==> src/rtl/spi_ctl_pkg.sv <==
package spi_ctl_pkg;
  localparam int ADDR_W = 9;

  localparam logic [ADDR_W-1:0] A_CMD   = 9'h000;
  localparam logic [ADDR_W-1:0] A_DIV   = 9'h004;
  localparam logic [ADDR_W-1:0] A_XSTAT = 9'h010;
  localparam logic [ADDR_W-1:0] A_FSTAT = 9'h014;
  localparam logic [ADDR_W-1:0] A_TXQ   = 9'h108;
  localparam logic [ADDR_W-1:0] A_RXQ   = 9'h188;

  localparam logic [31:0] CMD_MASK = 32'h7C31_981F;
  localparam logic [31:0] CMD_RST  = 32'h0010_0000;

  localparam int B_GO     = 31;
  localparam int B_CPOL   = 29;
  localparam int B_CPHA   = 28;
  localparam int B_SWCS   = 21;
  localparam int B_CSLVL  = 20;
  localparam int B_LSBIT  = 16;
  localparam int B_LSBYTE = 15;
  localparam int B_RXEN   = 12;
  localparam int B_TXEN   = 11;
  localparam int B_RDY    = 30;
  localparam int F_ERR    = 8;
  localparam int F_TXOVF  = 7;
  localparam int F_TXUNR  = 6;
  localparam int F_RXOVF  = 5;
  localparam int F_RXUNR  = 4;

  typedef enum logic [1:0] {ST_IDLE, ST_SHIFT, ST_TAIL} eng_st_e;

  function automatic logic [31:0] bit_rev32(input logic [31:0] v);
    for (int i = 0; i < 32; i++) bit_rev32[i] = v[31-i];
  endfunction

  function automatic logic [31:0] byte_rev32(input logic [31:0] v);
    byte_rev32 = {v[7:0], v[15:8], v[23:16], v[31:24]};
  endfunction
endpackage

==> src/rtl/spi_ctl_fifo.sv <==
module spi_ctl_fifo #(
  parameter int W     = 32,
  parameter int DEPTH = 4
) (
  input  logic         clk,
  input  logic         rst_n,
  input  logic         in_valid,
  output logic         in_ready,
  input  logic [W-1:0] in_data,
  output logic         out_valid,
  input  logic         out_ready,
  output logic [W-1:0] out_data
);
  localparam int AW = (DEPTH > 1) ? $clog2(DEPTH) : 1;
  localparam int CW = $clog2(DEPTH + 1);

  logic [W-1:0]  mem [DEPTH];
  logic [AW-1:0] wr_ptr, rd_ptr;
  logic [CW-1:0] cnt;
  logic          do_push, do_pop;

  assign in_ready  = (cnt != CW'(DEPTH));
  assign out_valid = (cnt != '0);
  assign out_data  = mem[rd_ptr];
  assign do_push   = in_valid && in_ready;
  assign do_pop    = out_valid && out_ready;

  function automatic logic [AW-1:0] nxt(input logic [AW-1:0] p);
    nxt = (p == AW'(DEPTH - 1)) ? '0 : p + 1'b1;
  endfunction

  always_ff @(posedge clk) begin
    if (!rst_n) begin
      wr_ptr <= '0;
      rd_ptr <= '0;
      cnt    <= '0;
    end else begin
      if (do_push) begin
        mem[wr_ptr] <= in_data;
        wr_ptr      <= nxt(wr_ptr);
      end
      if (do_pop) rd_ptr <= nxt(rd_ptr);
      cnt <= cnt + CW'(do_push) - CW'(do_pop);
    end
  end

  AST_FULL_DROP: assert property (@(posedge clk) disable iff (!rst_n)
    (in_valid && !in_ready && !out_ready) |=> (cnt == $past(cnt)));
endmodule

==> src/rtl/spi_ctl_engine.sv <==
module spi_ctl_engine
  import spi_ctl_pkg::*;
#(
  parameter int DIV_W = 8
) (
  input  logic             clk,
  input  logic             rst_n,
  input  logic             start,
  input  logic [4:0]       len_m1,
  input  logic             cpol,
  input  logic             cpha,
  input  logic             lsb_first,
  input  logic [31:0]      tx_word,
  input  logic [DIV_W-1:0] div,
  input  logic             idle_pol,
  input  logic             miso,
  output logic             sclk,
  output logic             mosi,
  output logic             busy,
  output logic             done,
  output logic [31:0]      rx_word
);
  eng_st_e          st;
  logic [31:0]      tx_sr, rx_sr, aligned;
  logic [DIV_W-1:0] half;
  logic [6:0]       edge_n;
  logic [4:0]       len_q;
  logic             cpha_q, lsb_q, sclk_q, tail2, sample;

  assign aligned = lsb_first ? bit_rev32(tx_word) : (tx_word << (5'd31 - len_m1));
  assign sample  = ~edge_n[0] ^ cpha_q;
  assign busy    = (st != ST_IDLE);
  assign sclk    = busy ? sclk_q : idle_pol;
  assign rx_word = lsb_q ? (bit_rev32(rx_sr) >> (5'd31 - len_q)) : rx_sr;

  always_ff @(posedge clk) begin
    if (!rst_n) begin
      st <= ST_IDLE; tx_sr <= '0; rx_sr <= '0; half <= '0; edge_n <= '0;
      len_q <= '0; cpha_q <= 1'b0; lsb_q <= 1'b0; sclk_q <= 1'b0;
      tail2 <= 1'b0; mosi <= 1'b0; done <= 1'b0;
    end else begin
      done <= 1'b0;
      case (st)
        ST_IDLE: if (start) begin
          len_q  <= len_m1;
          cpha_q <= cpha;
          lsb_q  <= lsb_first;
          half   <= '0;
          edge_n <= '0;
          sclk_q <= cpol;
          rx_sr  <= '0;
          st     <= ST_SHIFT;
          if (!cpha) begin
            mosi  <= aligned[31];
            tx_sr <= aligned << 1;
          end else begin
            mosi  <= 1'b0;
            tx_sr <= aligned;
          end
        end
        ST_SHIFT: if (half == div) begin
          half   <= '0;
          sclk_q <= ~sclk_q;
          edge_n <= edge_n + 1'b1;
          if (sample) rx_sr <= {rx_sr[30:0], miso};
          else begin
            mosi  <= tx_sr[31];
            tx_sr <= tx_sr << 1;
          end
          if (edge_n == {1'b0, len_q, 1'b1}) begin
            st    <= ST_TAIL;
            tail2 <= 1'b0;
          end
        end else half <= half + 1'b1;
        ST_TAIL: if (half == div) begin
          half <= '0;
          if (tail2) begin
            st   <= ST_IDLE;
            done <= 1'b1;
            mosi <= 1'b0;
          end else tail2 <= 1'b1;
        end else half <= half + 1'b1;
        default: st <= ST_IDLE;
      endcase
    end
  end

  AST_SCLK_HOLD: assert property (@(posedge clk) disable iff (!rst_n)
    (busy && half != div) |=> $stable(sclk_q));
endmodule

==> src/rtl/spi_ctl_top.sv <==
module spi_ctl_top
  import spi_ctl_pkg::*;
#(
  parameter int TX_DEPTH  = 4,
  parameter int RX_DEPTH  = 4,
  parameter int DIV_W     = 8,
  parameter int DIV_RESET = 1
) (
  input  logic        clk,
  input  logic        rst_n,
  input  logic [8:0]  reg_addr,
  input  logic        reg_wr,
  input  logic        reg_rd,
  input  logic [31:0] reg_wdata,
  output logic [31:0] reg_rdata,
  output logic        sclk,
  output logic        mosi,
  input  logic        miso,
  output logic [3:0]  cs_n
);
  localparam int NCS = 4;

  logic [31:0]      cmd_q, tx_head, rx_head, eng_rx, eng_tx;
  logic [DIV_W-1:0] div_q;
  logic             go_q, rdy_q, err_q, txovf_q, txunr_q, rxovf_q, rxunr_q;
  logic             wr_cmd, wr_fst, wr_xst, want_go, go_unr, eng_start;
  logic             eng_busy, eng_done, cs_lvl;
  logic             tx_push, tx_rdy, tx_val, tx_pop;
  logic             rx_push, rx_rdy, rx_val, rx_pop;
  logic             set_txovf, set_rxovf, set_rxunr, any_err;

  assign wr_cmd = reg_wr && reg_addr == A_CMD;
  assign wr_fst = reg_wr && reg_addr == A_FSTAT;
  assign wr_xst = reg_wr && reg_addr == A_XSTAT;

  assign want_go   = wr_cmd && reg_wdata[B_GO] && !go_q && !eng_busy;
  assign go_unr    = want_go && reg_wdata[B_TXEN] && !tx_val;
  assign eng_start = want_go && !go_unr;
  assign tx_pop    = eng_start && reg_wdata[B_TXEN];
  assign eng_tx    = !reg_wdata[B_TXEN] ? '0 :
                     (reg_wdata[B_LSBYTE] ? byte_rev32(tx_head) : tx_head);

  assign tx_push   = reg_wr && reg_addr == A_TXQ;
  assign rx_push   = eng_done && cmd_q[B_RXEN];
  assign rx_pop    = reg_rd && reg_addr == A_RXQ;
  assign set_txovf = tx_push && !tx_rdy;
  assign set_rxovf = rx_push && !rx_rdy;
  assign set_rxunr = rx_pop && !rx_val;
  assign any_err   = set_txovf || set_rxovf || set_rxunr || go_unr;

  spi_ctl_fifo #(.W(32), .DEPTH(TX_DEPTH)) u_txq (
    .clk(clk), .rst_n(rst_n),
    .in_valid(tx_push), .in_ready(tx_rdy), .in_data(reg_wdata),
    .out_valid(tx_val), .out_ready(tx_pop), .out_data(tx_head));

  spi_ctl_fifo #(.W(32), .DEPTH(RX_DEPTH)) u_rxq (
    .clk(clk), .rst_n(rst_n),
    .in_valid(rx_push), .in_ready(rx_rdy),
    .in_data(cmd_q[B_LSBYTE] ? byte_rev32(eng_rx) : eng_rx),
    .out_valid(rx_val), .out_ready(rx_pop), .out_data(rx_head));

  spi_ctl_engine #(.DIV_W(DIV_W)) u_eng (
    .clk(clk), .rst_n(rst_n), .start(eng_start),
    .len_m1(reg_wdata[4:0]), .cpol(reg_wdata[B_CPOL]), .cpha(reg_wdata[B_CPHA]),
    .lsb_first(reg_wdata[B_LSBIT]), .tx_word(eng_tx), .div(div_q),
    .idle_pol(cmd_q[B_CPOL]), .miso(miso), .sclk(sclk), .mosi(mosi),
    .busy(eng_busy), .done(eng_done), .rx_word(eng_rx));

  always_ff @(posedge clk) begin
    if (!rst_n) begin
      cmd_q <= CMD_RST; div_q <= DIV_W'(DIV_RESET); go_q <= 1'b0; rdy_q <= 1'b0;
      err_q <= 1'b0; txovf_q <= 1'b0; txunr_q <= 1'b0; rxovf_q <= 1'b0; rxunr_q <= 1'b0;
    end else begin
      if (wr_cmd) cmd_q <= reg_wdata & CMD_MASK;
      if (reg_wr && reg_addr == A_DIV) div_q <= reg_wdata[DIV_W-1:0];
      if (eng_start) go_q <= 1'b1;
      else if (eng_done) go_q <= 1'b0;
      rdy_q   <= eng_done  | (rdy_q   & ~(wr_xst & reg_wdata[B_RDY]));
      err_q   <= any_err   | (err_q   & ~(wr_fst & reg_wdata[F_ERR]));
      txovf_q <= set_txovf | (txovf_q & ~(wr_fst & reg_wdata[F_TXOVF]));
      txunr_q <= go_unr    | (txunr_q & ~(wr_fst & reg_wdata[F_TXUNR]));
      rxovf_q <= set_rxovf | (rxovf_q & ~(wr_fst & reg_wdata[F_RXOVF]));
      rxunr_q <= set_rxunr | (rxunr_q & ~(wr_fst & reg_wdata[F_RXUNR]));
    end
  end

  always_comb begin
    reg_rdata = '0;
    case (reg_addr)
      A_CMD:   reg_rdata = cmd_q | {go_q, 31'b0};
      A_DIV:   reg_rdata = 32'(div_q);
      A_XSTAT: reg_rdata = {1'b0, rdy_q, 30'b0};
      A_FSTAT: reg_rdata = {23'b0, err_q, txovf_q, txunr_q, rxovf_q, rxunr_q,
                            ~tx_rdy, ~tx_val, ~rx_rdy, ~rx_val};
      A_RXQ:   reg_rdata = rx_val ? rx_head : '0;
      default: reg_rdata = '0;
    endcase
  end

  assign cs_lvl = cmd_q[B_SWCS] ? cmd_q[B_CSLVL] : ~eng_busy;

  for (genvar i = 0; i < NCS; i++) begin : g_cs
    assign cs_n[i] = (cmd_q[27:26] == 2'(i)) ? cs_lvl : 1'b1;
  end

  AST_ONE_CS: assert property (@(posedge clk) disable iff (!rst_n)
    $countones(~cs_n) <= 1);
  AST_GO_CLEARS: assert property (@(posedge clk) disable iff (!rst_n)
    eng_done |=> !go_q);
  AST_READY_SET: assert property (@(posedge clk) disable iff (!rst_n)
    eng_done |=> rdy_q);
  AST_UNR_SUMMARY: assert property (@(posedge clk) disable iff (!rst_n)
    $rose(txunr_q) |-> err_q);
  AST_RXOVF_SUMMARY: assert property (@(posedge clk) disable iff (!rst_n)
    $rose(rxovf_q) |-> err_q);
endmodule

==> config.mk <==
export PLATFORM = sky130hd
export DESIGN_NAME = spi_ctl_top
export DESIGN_NICKNAME = d
export VERILOG_FILES = /design/src/rtl/spi_ctl_pkg.sv /design/src/rtl/spi_ctl_fifo.sv /design/src/rtl/spi_ctl_engine.sv /design/src/rtl/spi_ctl_top.sv
export SDC_FILE = /design/constraint.sdc
export NUM_CORES = 1
export LEC_CHECK = 0
export ABC_AREA = 1
export CORE_MARGIN = 2
export CORE_UTILIZATION = 43
export CTS_BUF_LIST = sky130_fd_sc_hd__clkbuf_4 sky130_fd_sc_hd__clkbuf_8
export CTS_CLUSTER_SIZE = 10
export DETAILED_ROUTE_END_ITERATION = 8
export DONT_BUFFER_PORTS = 1
export GPL_TIMING_DRIVEN = 1
export MAX_ROUTING_LAYER = met4
export PLACE_DENSITY = 0.57
export SLEW_MARGIN = 20
export SYNTH_ARGS = -nofsm -noshare
export SYNTH_HDL_FRONTEND = slang
export SYNTH_SLANG_ARGS = --single-unit
export TNS_END_PERCENT = 100
==> constraint.sdc <==
create_clock -name clk -period 5.8 [get_ports clk]
set_input_delay 0.29 -clock clk [delete_from_list [all_inputs] [get_ports clk]]
set_output_delay 0.29 -clock clk [all_outputs]
set_load 0.05 [all_outputs]
Yosys cells after proc, flatten, opt, wreduce, memory -nomap -nowiden

Memories as Yosys holds them, arrays and structs flattened. A register that Yosys moved wholly into a read port is not among the register bits.
Index checks and enable logic that the tools add are counted.

Bits in writable memories: 256
Memories: 2
Input bits: 46
Register bits: 137
Output and inout port bits: 38
Logic and storage cells: 218

Memories:

| name      | depth | width | read ports | clocked after Yosys merged registers in | write ports | RTL line           | text |
|---|---|---|---|---|---|---|---|
| u_rxq.mem | 4     | 32    | 1          | 1                                       | 1           | spi_ctl_fifo.sv:17 | `logic [W-1:0] mem [DEPTH];` |
| u_txq.mem | 4     | 32    | 1          | 1                                       | 1           | spi_ctl_fifo.sv:17 |  |

Equal/unequal tests: 25
Reduce and logical (&&, ||, !) cells: 52
Shift-type cells: 2
$add $sub $neg: 12
Bitwise logic cells: 33
Mux-type cells: 65

Operators with widths:

| cell                  | number |
|---|---|
| $mux W32              | 13 |
| $pmux W32 S5          | 1 |
| $pmux W32 S2          | 2 |
| $or A31 B32 Y32       | 1 |
| $shl A32 B5 Y32       | 1 |
| $shr A32 B5 Y32       | 1 |
| $mux W1               | 26 |
| $mux W2               | 13 |
| $logic_and A1 B1 Y1   | 21 |
| $eq A9 B5 Y1 const B  | 2 |
| $eq A9 B9 Y1 const B  | 2 |
| $mux W8               | 2 |
| $pmux W8 S2           | 1 |
| $eq A2 B2 Y1 const B  | 7 |
| $mux W7               | 2 |
| $pmux W7 S2           | 1 |
| $not A1 Y1            | 13 |
| $and A1 B1 Y1         | 12 |
| $reduce_and A4 Y1     | 3 |
| $ne A2 B1 Y1 const B  | 5 |
| $reduce_bool A2 Y1    | 5 |
| $sub A5 B5 Y5 const A | 2 |
| $eq A9 B3 Y1 const B  | 1 |
| $logic_not A9 Y1      | 1 |
| other kinds (24)      | 51 |

Longest topological paths before layout

Gate-level depths: netlist (run 1).

Depth after elaboration: 13
Mapped depth: 20
Mapped depth without buffers: 19

Cells and area by module

Synthesis (run 1) repeated with hierarchy kept, for this count alone.

Cell total of the unflattened synthesis: 2,623
Area total of the unflattened synthesis: 21,613.2 µm²

Modules (own cells, without submodules):

| module         | cells each | area each (µm²) | times used |
|---|---|---|---|
| spi_ctl_fifo   | 379        | 5,285.1         | 2 |
| spi_ctl_engine | 1,382      | 8,345.5         | 1 |
| spi_ctl_top    | 483        | 2,697.6         | 1 |

Worst setup path after synthesis (run 1)

No wires, ideal clock.

Path kind: input -> register
From: in reg_wr
To: mem u_txq.mem[0][0], enable pin
Arrival: 2,400 ps
Setup time: 421 ps
Slack: 2,979 ps
Path buffers: 1
Stages: 7
Cell sequence: buf_2 > inv_1 > nor3_1 > nand3_1 > inv_1 > nand2_1 > nor2_1

Longest elaborated chain between the ends: 5

Ends and longest elaborated chain:

| element                       | RTL line           | text |
|---|---|---|
| start, declared               | spi_ctl_top.sv:12  | `input logic reg_wr,` |
| $logic_and A1 B1 Y1           | spi_ctl_top.sv:43  | `assign tx_push = reg_wr && reg_addr == A_TXQ;` |
| $logic_and A1 B1 Y1           | spi_ctl_fifo.sv:25 | `assign do_push = in_valid && in_ready;` |
| via u_txq.do_push             | spi_ctl_fifo.sv:20 | `logic do_push, do_pop;` |
| $mux W1                       | spi_ctl_fifo.sv:38 | `if (do_push) begin` |
| $mux W1                       | spi_ctl_fifo.sv:33 | `if (!rst_n) begin` |
| $mux W1 (implied by the code) | spi_ctl_fifo.sv:39 | `mem[wr_ptr] <= in_data;` |
| end, declared                 | spi_ctl_fifo.sv:17 |  |

The timed path passes the listed nets, and every way through them passes these cells.

Final worst setup path (run 1)

From: in reg_addr[5]
To: out reg_rdata[16]

Longest elaborated chain between the ends: 2

Ends and longest elaborated chain:

| element                                    | RTL line          | text |
|---|---|---|
| start, declared                            | spi_ctl_top.sv:11 | `input logic [8:0] reg_addr,` |
| $eq A9 B9 Y1, or another cell as far along | spi_ctl_top.sv:89 | `case (reg_addr)` |
| $pmux W32 S5 *                             | spi_ctl_top.sv:89 |  |
| end, declared                              | spi_ctl_top.sv:15 | `output logic [31:0] reg_rdata,` |

Mark *: on every way between the ends. The rest lies on a longest branch, timed or not.

==> impl_metrics.csv, run 1 <==
group,metric,value,unit
outcome,status,"finished clean",
power,p_int,0.00488,W
synth,synthSimpleGateAreaFrac,0.264,
synth,synth_top_family_by_area,"simple AND/OR/NAND/NOR gates",
cts,cts_htree_levels,3,
grt,grt_use_total,0.288,
synth,synth.yosys.seq_area_share,0.497,
synth,synthMuxAreaShare,0.00662,
grt,grt.busiest_layer,"met2",
synth,synth_xor_area_frac,0.00290,
power,power,0.00692,W
cts,tritoncts,"done",
grt,antenna_found_initial,3,
floorplanning,die_w,226,um
cts,insertion_delay,0.67,ns
sta,final-setup-viol-count,0,
sta,max_freq,0.260,GHz
synth,syn_inst,2618,
setup_path,endpoint_kind,"output pin",
cts,cts_buffers,72,
final_layout,syn2layout_area_growth,11.7,%
synth,yosysWarnings,0,
power,p_sw_frac,0.294,
setup_path,max_stage_delay,0.62,ns
synth,synth_adder_area_share,0.0137,
setup_path,cp_cell_sequence,"dlygate4sd3_1, inv_2, nand2_2, dlygate4sd3_1, nor3_1, nand2_1, nor2_1, buf_4, inv_2, a221o_1, o21ai_1",
synth,synth_area_leaders,"edfxtp_1, dfxtp_1, nand2_1",
hold_path,min_path_type,"in2reg",
setup_path,worst-path-buf-inv,5,
power,p_seq_frac,0.451,
synth,yosys.area.top_type,"edfxtp_1",
final_layout,drive_above_1_share,0.0807,
setup_path,arrival,3.55,ns
floorplanning,die-area,0.0510,mm^2
setup_path,cp.required,5.51,ns
run,maxCapViolations,0,
floorplanning,pin_count,84,
synth,syn_nets,2686,
final_layout,multiInputGateArea,0.00922,mm^2
grt,grt_use_met3,0.0442,
sta,grt_setup_unrepaired,"false",
power,p_leak,8.98,nW
place,dp_hpwl,45600,um
place,place.gp.congestion,0.966,
floorplanning,core_area,0.0487,mm^2
synth,synth_top_area_share,0.363,
sta,worst_pin_slew,1.19,ns
setup_path,path_class,"in2out",
synth,yosys_register_bits,397,
sta,tns,0,ns
grt,met2_usage,0.479,
power,power_density,293,mW/mm^2
setup_path,cp-start-kind,"input pin",
cts,clkSlewWorstSetupHoldPaths,0.07,ns
route,wl_per_cell,21.4,um
sta,slew_viol_final,0,
power,p_sw,0.00203,W
grt,grt-ovfl-total,0,
setup_path,cp_max_fo,18,
route,ant_nets,0,
synth,synth_most_common_cell,"nand2_1",
place,io_buffers,0,
route,finalWirelength,71000,um
final_layout,instances_no_fill,3318,
route,viasPerCell,5.69,
sta,maxSlewHeadroom,0.203,
synth,async_reset_ff_frac,0,
route,vias,18869,
final_layout,final.fill_count,4760,
floorplanning,rows,81,
final_layout,fin_util,0.485,
route,dr.pass1.iters,6,
grt,grt_pass1_vias,18007,
sta,skew,0.0372,ns
synth,synthTopCellsByCount,"nand2_1, nand3_1, edfxtp_1",
synth,synth-compound-area-share,0.144,
setup_path,rrSetupSlack,2.51,ns
cts,clock_sinks,397,
power,peakVddDrop,0.174,mV
setup_path,cpMaxStageDelayCell,"o21ai_1",
sta,period_minus_slack,3.84,ns
power,power.share.clock,0.404,
power,comb_power_share,0.145,
grt,grt_max_degree,75,
final_layout,final_nets,2664,
grt,grt_pass1_wl,108000,um
route,drt_iter0_markers,1703,
synth,synth-main-ff-cell,"edfxtp_1",
final_layout,regArea,0.0105,mm^2
place,dp.cells,3134,
cts,cts-root-buf,"clkbuf_8",
setup_path,critPathTopFamily,"buffers and inverters",
cts,clockBufferDepth,3,
synth,post_synth_num_cell_types,59,
synth,syn_area,0.0212,mm^2
grt,use_met1,0.353,
sta,post-route-period-util,0.663,
floorplanning,die_y,226,um
synth,postSynthAreaPerCell,8.08,um^2
floorplanning,start_util,0.434,
route,drc,0,
synth,synth_edf_count,256,
sta,hold_viol,0,
[per-layer routing]
metal	share of wire	wire length (um)
met1	0.42	29700
met2	0.49	34500
met3	0.059	4170
met4	0.036	2570
met5	0	0
[flip-flops by register name (all words and copies together), names as in the netlist, 2 cells and up, named ones only]
signal,count
u_rxq.mem,128
u_txq.mem,128
u_eng.rx_sr,32
u_eng.tx_sr,32
cmd_q,16
div_q,8
u_eng.half,8
u_eng.edge_n,7
u_eng.len_q,5
u_rxq.cnt,3
u_txq.cnt,3
u_eng.st,2
u_rxq.rd_ptr,2
u_rxq.wr_ptr,2
u_txq.rd_ptr,2
u_txq.wr_ptr,2
[placed cells by master (no fill, tap or decap), types with 21 or more instances in the layout]
cell           count
nand4_1           48
o211ai_1          34
dlygate4sd3_1     49
edfxtp_1         256
a21oi_1          160
nor2_1           135
clkbuf_8          79
nand2_1          642
o21ai_0          204
nand3_1          390
dfxtp_1          139
buf_4             26
clkbuf_4          21
inv_1            178
o22ai_1           32
[final cells by class]
cell class,count,share of cell area
clock inverter,31,0.0116
antenna,1,0.000106
sequential,397,0.445
clock buffer,100,0.0527
tap,664,0.0352
multi-input combinational,1847,0.390
inverter,199,0.0319
timing repair buffer,79,0.0337
[kinds of logic after synthesis]
kind of cell	Yosys count
buffers and inverters	374
and+or+nand+nor	1275
DFF	397
xor gates and xnor gates	7
adders and majority gates	22
muxes	14
AOI/OAI and AO/OA	529
[worst min-delay path, delay by kind of cell]
| family | cells | cell delay, ns |
|---|---|---|
| and+or+nand+nor | 2 | 0.16 |
| buffers and inverters | 1 | 0.04 |
| AOI/OAI and AO/OA | 2 | 0.19 |
[worst paths after layout]
check	from	endpoint	depth (start not counted)
worst min-delay path	reg_addr[4]	rxunr_q	5
worst min register to register	cmd_q[3]	cmd_q[3]	2
worst max register to register	u_eng.st[1]	u_eng.rx_sr[12]	9
worst max-delay path	reg_addr[5]	reg_rdata[16]	11
[power by group through the flow]
stage / clock, W / sequential, W / combinational, W
after global placement: 0 / 0.00318 / 0.000923
final: 0.00279 / 0.00312 / 0.00100
after floorplan: 0 / 0.00316 / 0.000730
after global routing: 0.00299 / 0.00313 / 0.00110
after CTS: 0.00287 / 0.00312 / 0.000993
after detailed placement: 0 / 0.00318 / 0.000927
[per-stage QoR]
stage          hold slack [ns]  setup slack [ns]  area [um^2]
4_1_cts               0.000255              2.04        23600
2_1_floorplan            0.389              2.98        21200
6_report                0.0649              1.96        23600
5_1_grt                 0.0454              1.86        23600
3_3_place_gp             0.389              2.56        21500
3_5_place_dp             0.389              2.58        21500
[timing repair]
item,in CTS,in global routing
setup endpoints to repair,0,0
resized for setup,0,0
endpoints found under the hold margin,216,0
hold buffers,50,0
setup buffers,0,0
No activity file was read; power rests on OpenSTA's default activity.
==> inputs of run 2 (changes only) <==
--- a/config.mk
+++ b/config.mk
@@ -14,7 +14,7 @@
 export DONT_BUFFER_PORTS = 1
 export GPL_TIMING_DRIVEN = 1
 export MAX_ROUTING_LAYER = met4
-export PLACE_DENSITY = 0.57
+export PLACE_DENSITY = 0.59
 export SLEW_MARGIN = 20
 export SYNTH_ARGS = -nofsm -noshare
 export SYNTH_HDL_FRONTEND = slang
==> constraint.sdc (replaced) <==
create_clock -name clk -period 3.45 [get_ports clk]
set_input_delay 0.1725 -clock clk [delete_from_list [all_inputs] [get_ports clk]]
set_output_delay 0.1725 -clock clk [all_outputs]
set_load 0.05 [all_outputs]
==> run 2 against run 1 <==
Compared with the run above: wire length decreased by 0.55%; clock skew shrank 0.0092 ns; total power is 65% higher; worst setup slack worse by 1.7 ns; first-iteration DRC count rose by 21%; count of clock-buffer cells in the layout shrank 2; sequential share of layout area fell by 0.48 points; critical path depth down 1; largest cell class unchanged.
==> impl_metrics.csv, run 2 (synthesis results as in run 1) <==
group,metric,value,unit
route,drc,0,
route,ant_nets,0,
cts,tritoncts,"done",
floorplanning,rows,81,
sta,skew,0.0281,ns
place,dp.cells,3180,
setup_path,worst-path-buf-inv,4,
final_layout,final_common_cell,"nand2_1",
grt,grt_use_total,0.284,
setup_path,cp_max_fo,15,
route,vias,19099,
power,power_density,479,mW/mm^2
floorplanning,die-area,0.0510,mm^2
sta,period_minus_slack,3.16,ns
final_layout,final_cell_mix,"nand2_1, nand3_1, edfxtp_1",
power,power,0.0114,W
grt,antenna_found_initial,2,
final_layout,drive_above_1_share,0.0933,
final_layout,instances_no_fill,3365,
grt,grt_use_met3,0.0415,
place,place.gp.congestion,0.950,
route,finalWirelength,70600,um
setup_path,cp.required,3.28,ns
setup_path,max_stage_delay,0.61,ns
cts,cts_htree_levels,3,
final_layout,reg.largest.list,"u_rxq.mem: 128 flops, u_txq.mem: 128 flops",
route,drt_iter0_markers,2056,
grt,grt.busiest_layer,"met2",
setup_path,cp_cell_sequence,"dlygate4sd3_1, inv_2, nand2_2, dlygate4sd3_1, nor3_1, nand2_1, nor2_1, buf_4, nand2_1, o211ai_1",
grt,grt_max_degree,71,
run,maxCapViolations,0,
cts,insertion_delay,0.65,ns
route,dr.pass1.iters,6,
setup_path,critPathTopFamily,"buffers and inverters",
cts,cts-root-buf,"clkbuf_8",
route,wl_per_cell,21.0,um
final_layout,syn2layout_area_growth,12.9,%
hold_path,min_path_type,"in2reg",
setup_path,cp-start-kind,"input pin",
floorplanning,core_area,0.0487,mm^2
place,dp_hpwl,46000,um
sta,maxSlewHeadroom,0.248,
cts,cts_buffers,71,
place,io_buffers,0,
setup_path,cpMaxStageDelayCell,"dlygate4sd3_1",
sta,grt_setup_unrepaired,"false",
setup_path,path_class,"in2out",
sta,final-setup-viol-count,0,
final_layout,final.fill_count,4746,
grt,grt_pass1_vias,17841,
floorplanning,start_util,0.434,
floorplanning,die_y,226,um
route,viasPerCell,5.68,
floorplanning,pin_count,84,
outcome,status,"finished clean",
grt,grt-ovfl-total,0,
setup_path,endpoint_kind,"output pin",
sta,slew_viol_final,0,
floorplanning,die_w,226,um
sta,post-route-period-util,0.917,
grt,met2_usage,0.455,
sta,worst_pin_slew,1.12,ns
grt,grt_pass1_wl,107000,um
cts,post-cts-setup-buffer-count,0,
cts,clkSlewWorstSetupHoldPaths,0.06,ns
cts,clock_sinks,397,
sta,hold_viol,0,
final_layout,final_nets,2712,
setup_path,arrival,2.99,ns
power,peakVddDrop,0.356,mV
sta,tns,0,ns
grt,use_met1,0.368,
final_layout,fin_util,0.490,
power,p_leak,9.17,nW
final_layout,antenna-diode-count,0,
cts,clockBufferDepth,3,
sta,max_freq,0.316,GHz
[run 2: final cells by class]
cell class,instances,area (um^2),share of cell area
flip-flops and latches,397,10500,0.440
multi-input cells,1847,9190,0.385
inverters,199,752,0.0315
repair buffers,128,1150,0.0482
clock buffers,98,1210,0.0507
well taps,664,831,0.0348
clock inverters,32,238,0.00995
[run 2: metal layers]
| layer | share of wire | wire (um) |
|---|---|---|
| met1 | 0.43 | 30200 |
| met2 | 0.48 | 33700 |
| met3 | 0.059 | 4190 |
| met4 | 0.035 | 2500 |
| met5 | 0 | 0 |
[run 2: where the power goes]
group / internal, W / switching [W]
clock network: 0.00246 / 0.00204
registers: 0.00516 / 0.0000899
logic: 0.000471 / 0.00122
[run 2: timing repair]
action                    4_1_cts  5_1_grt
hold endpoints to repair      229        0
hold buffers                   55        0
gates resized for setup         0        0
[run 2: per-stage QoR]
| stage | cell area [um^2] | hold WS, ns | setup slack, ns |
|---|---|---|---|
| 2_1_floorplan | 21200 | 0.271 | 0.746 |
| 3_3_place_gp | 21900 | 0.272 | 0.770 |
| 3_5_place_dp | 21900 | 0.272 | 0.698 |
| 4_1_cts | 23900 | 0.000210 | 0.312 |
| 5_1_grt | 23900 | 0.0370 | 0.154 |
| 6_report | 23900 | 0.0372 | 0.287 |
[run 2: worst reg2reg max path: cells and delay by family (launching register included)]
kind / cells / cell delay [ns]
adders and majority gates: 1 / 0.54
and+or+nand+nor: 2 / 0.33
DFF: 1 / 0.33
buffers and inverters: 4 / 0.98
AOI/OAI and AO/OA: 2 / 0.52
[run 2: final timing paths]
kind                     start  cells past startpoint  slack [ns]              end
hold reg to reg       cmd_q[1]                      2        0.45         cmd_q[1]
setup / recovery   reg_addr[4]                     10        0.29     reg_rdata[7]
hold / removal    reg_wdata[3]                      6        0.04  u_eng.tx_sr[29]
setup reg to reg   u_eng.st[1]                      9        0.66   u_eng.tx_sr[7]
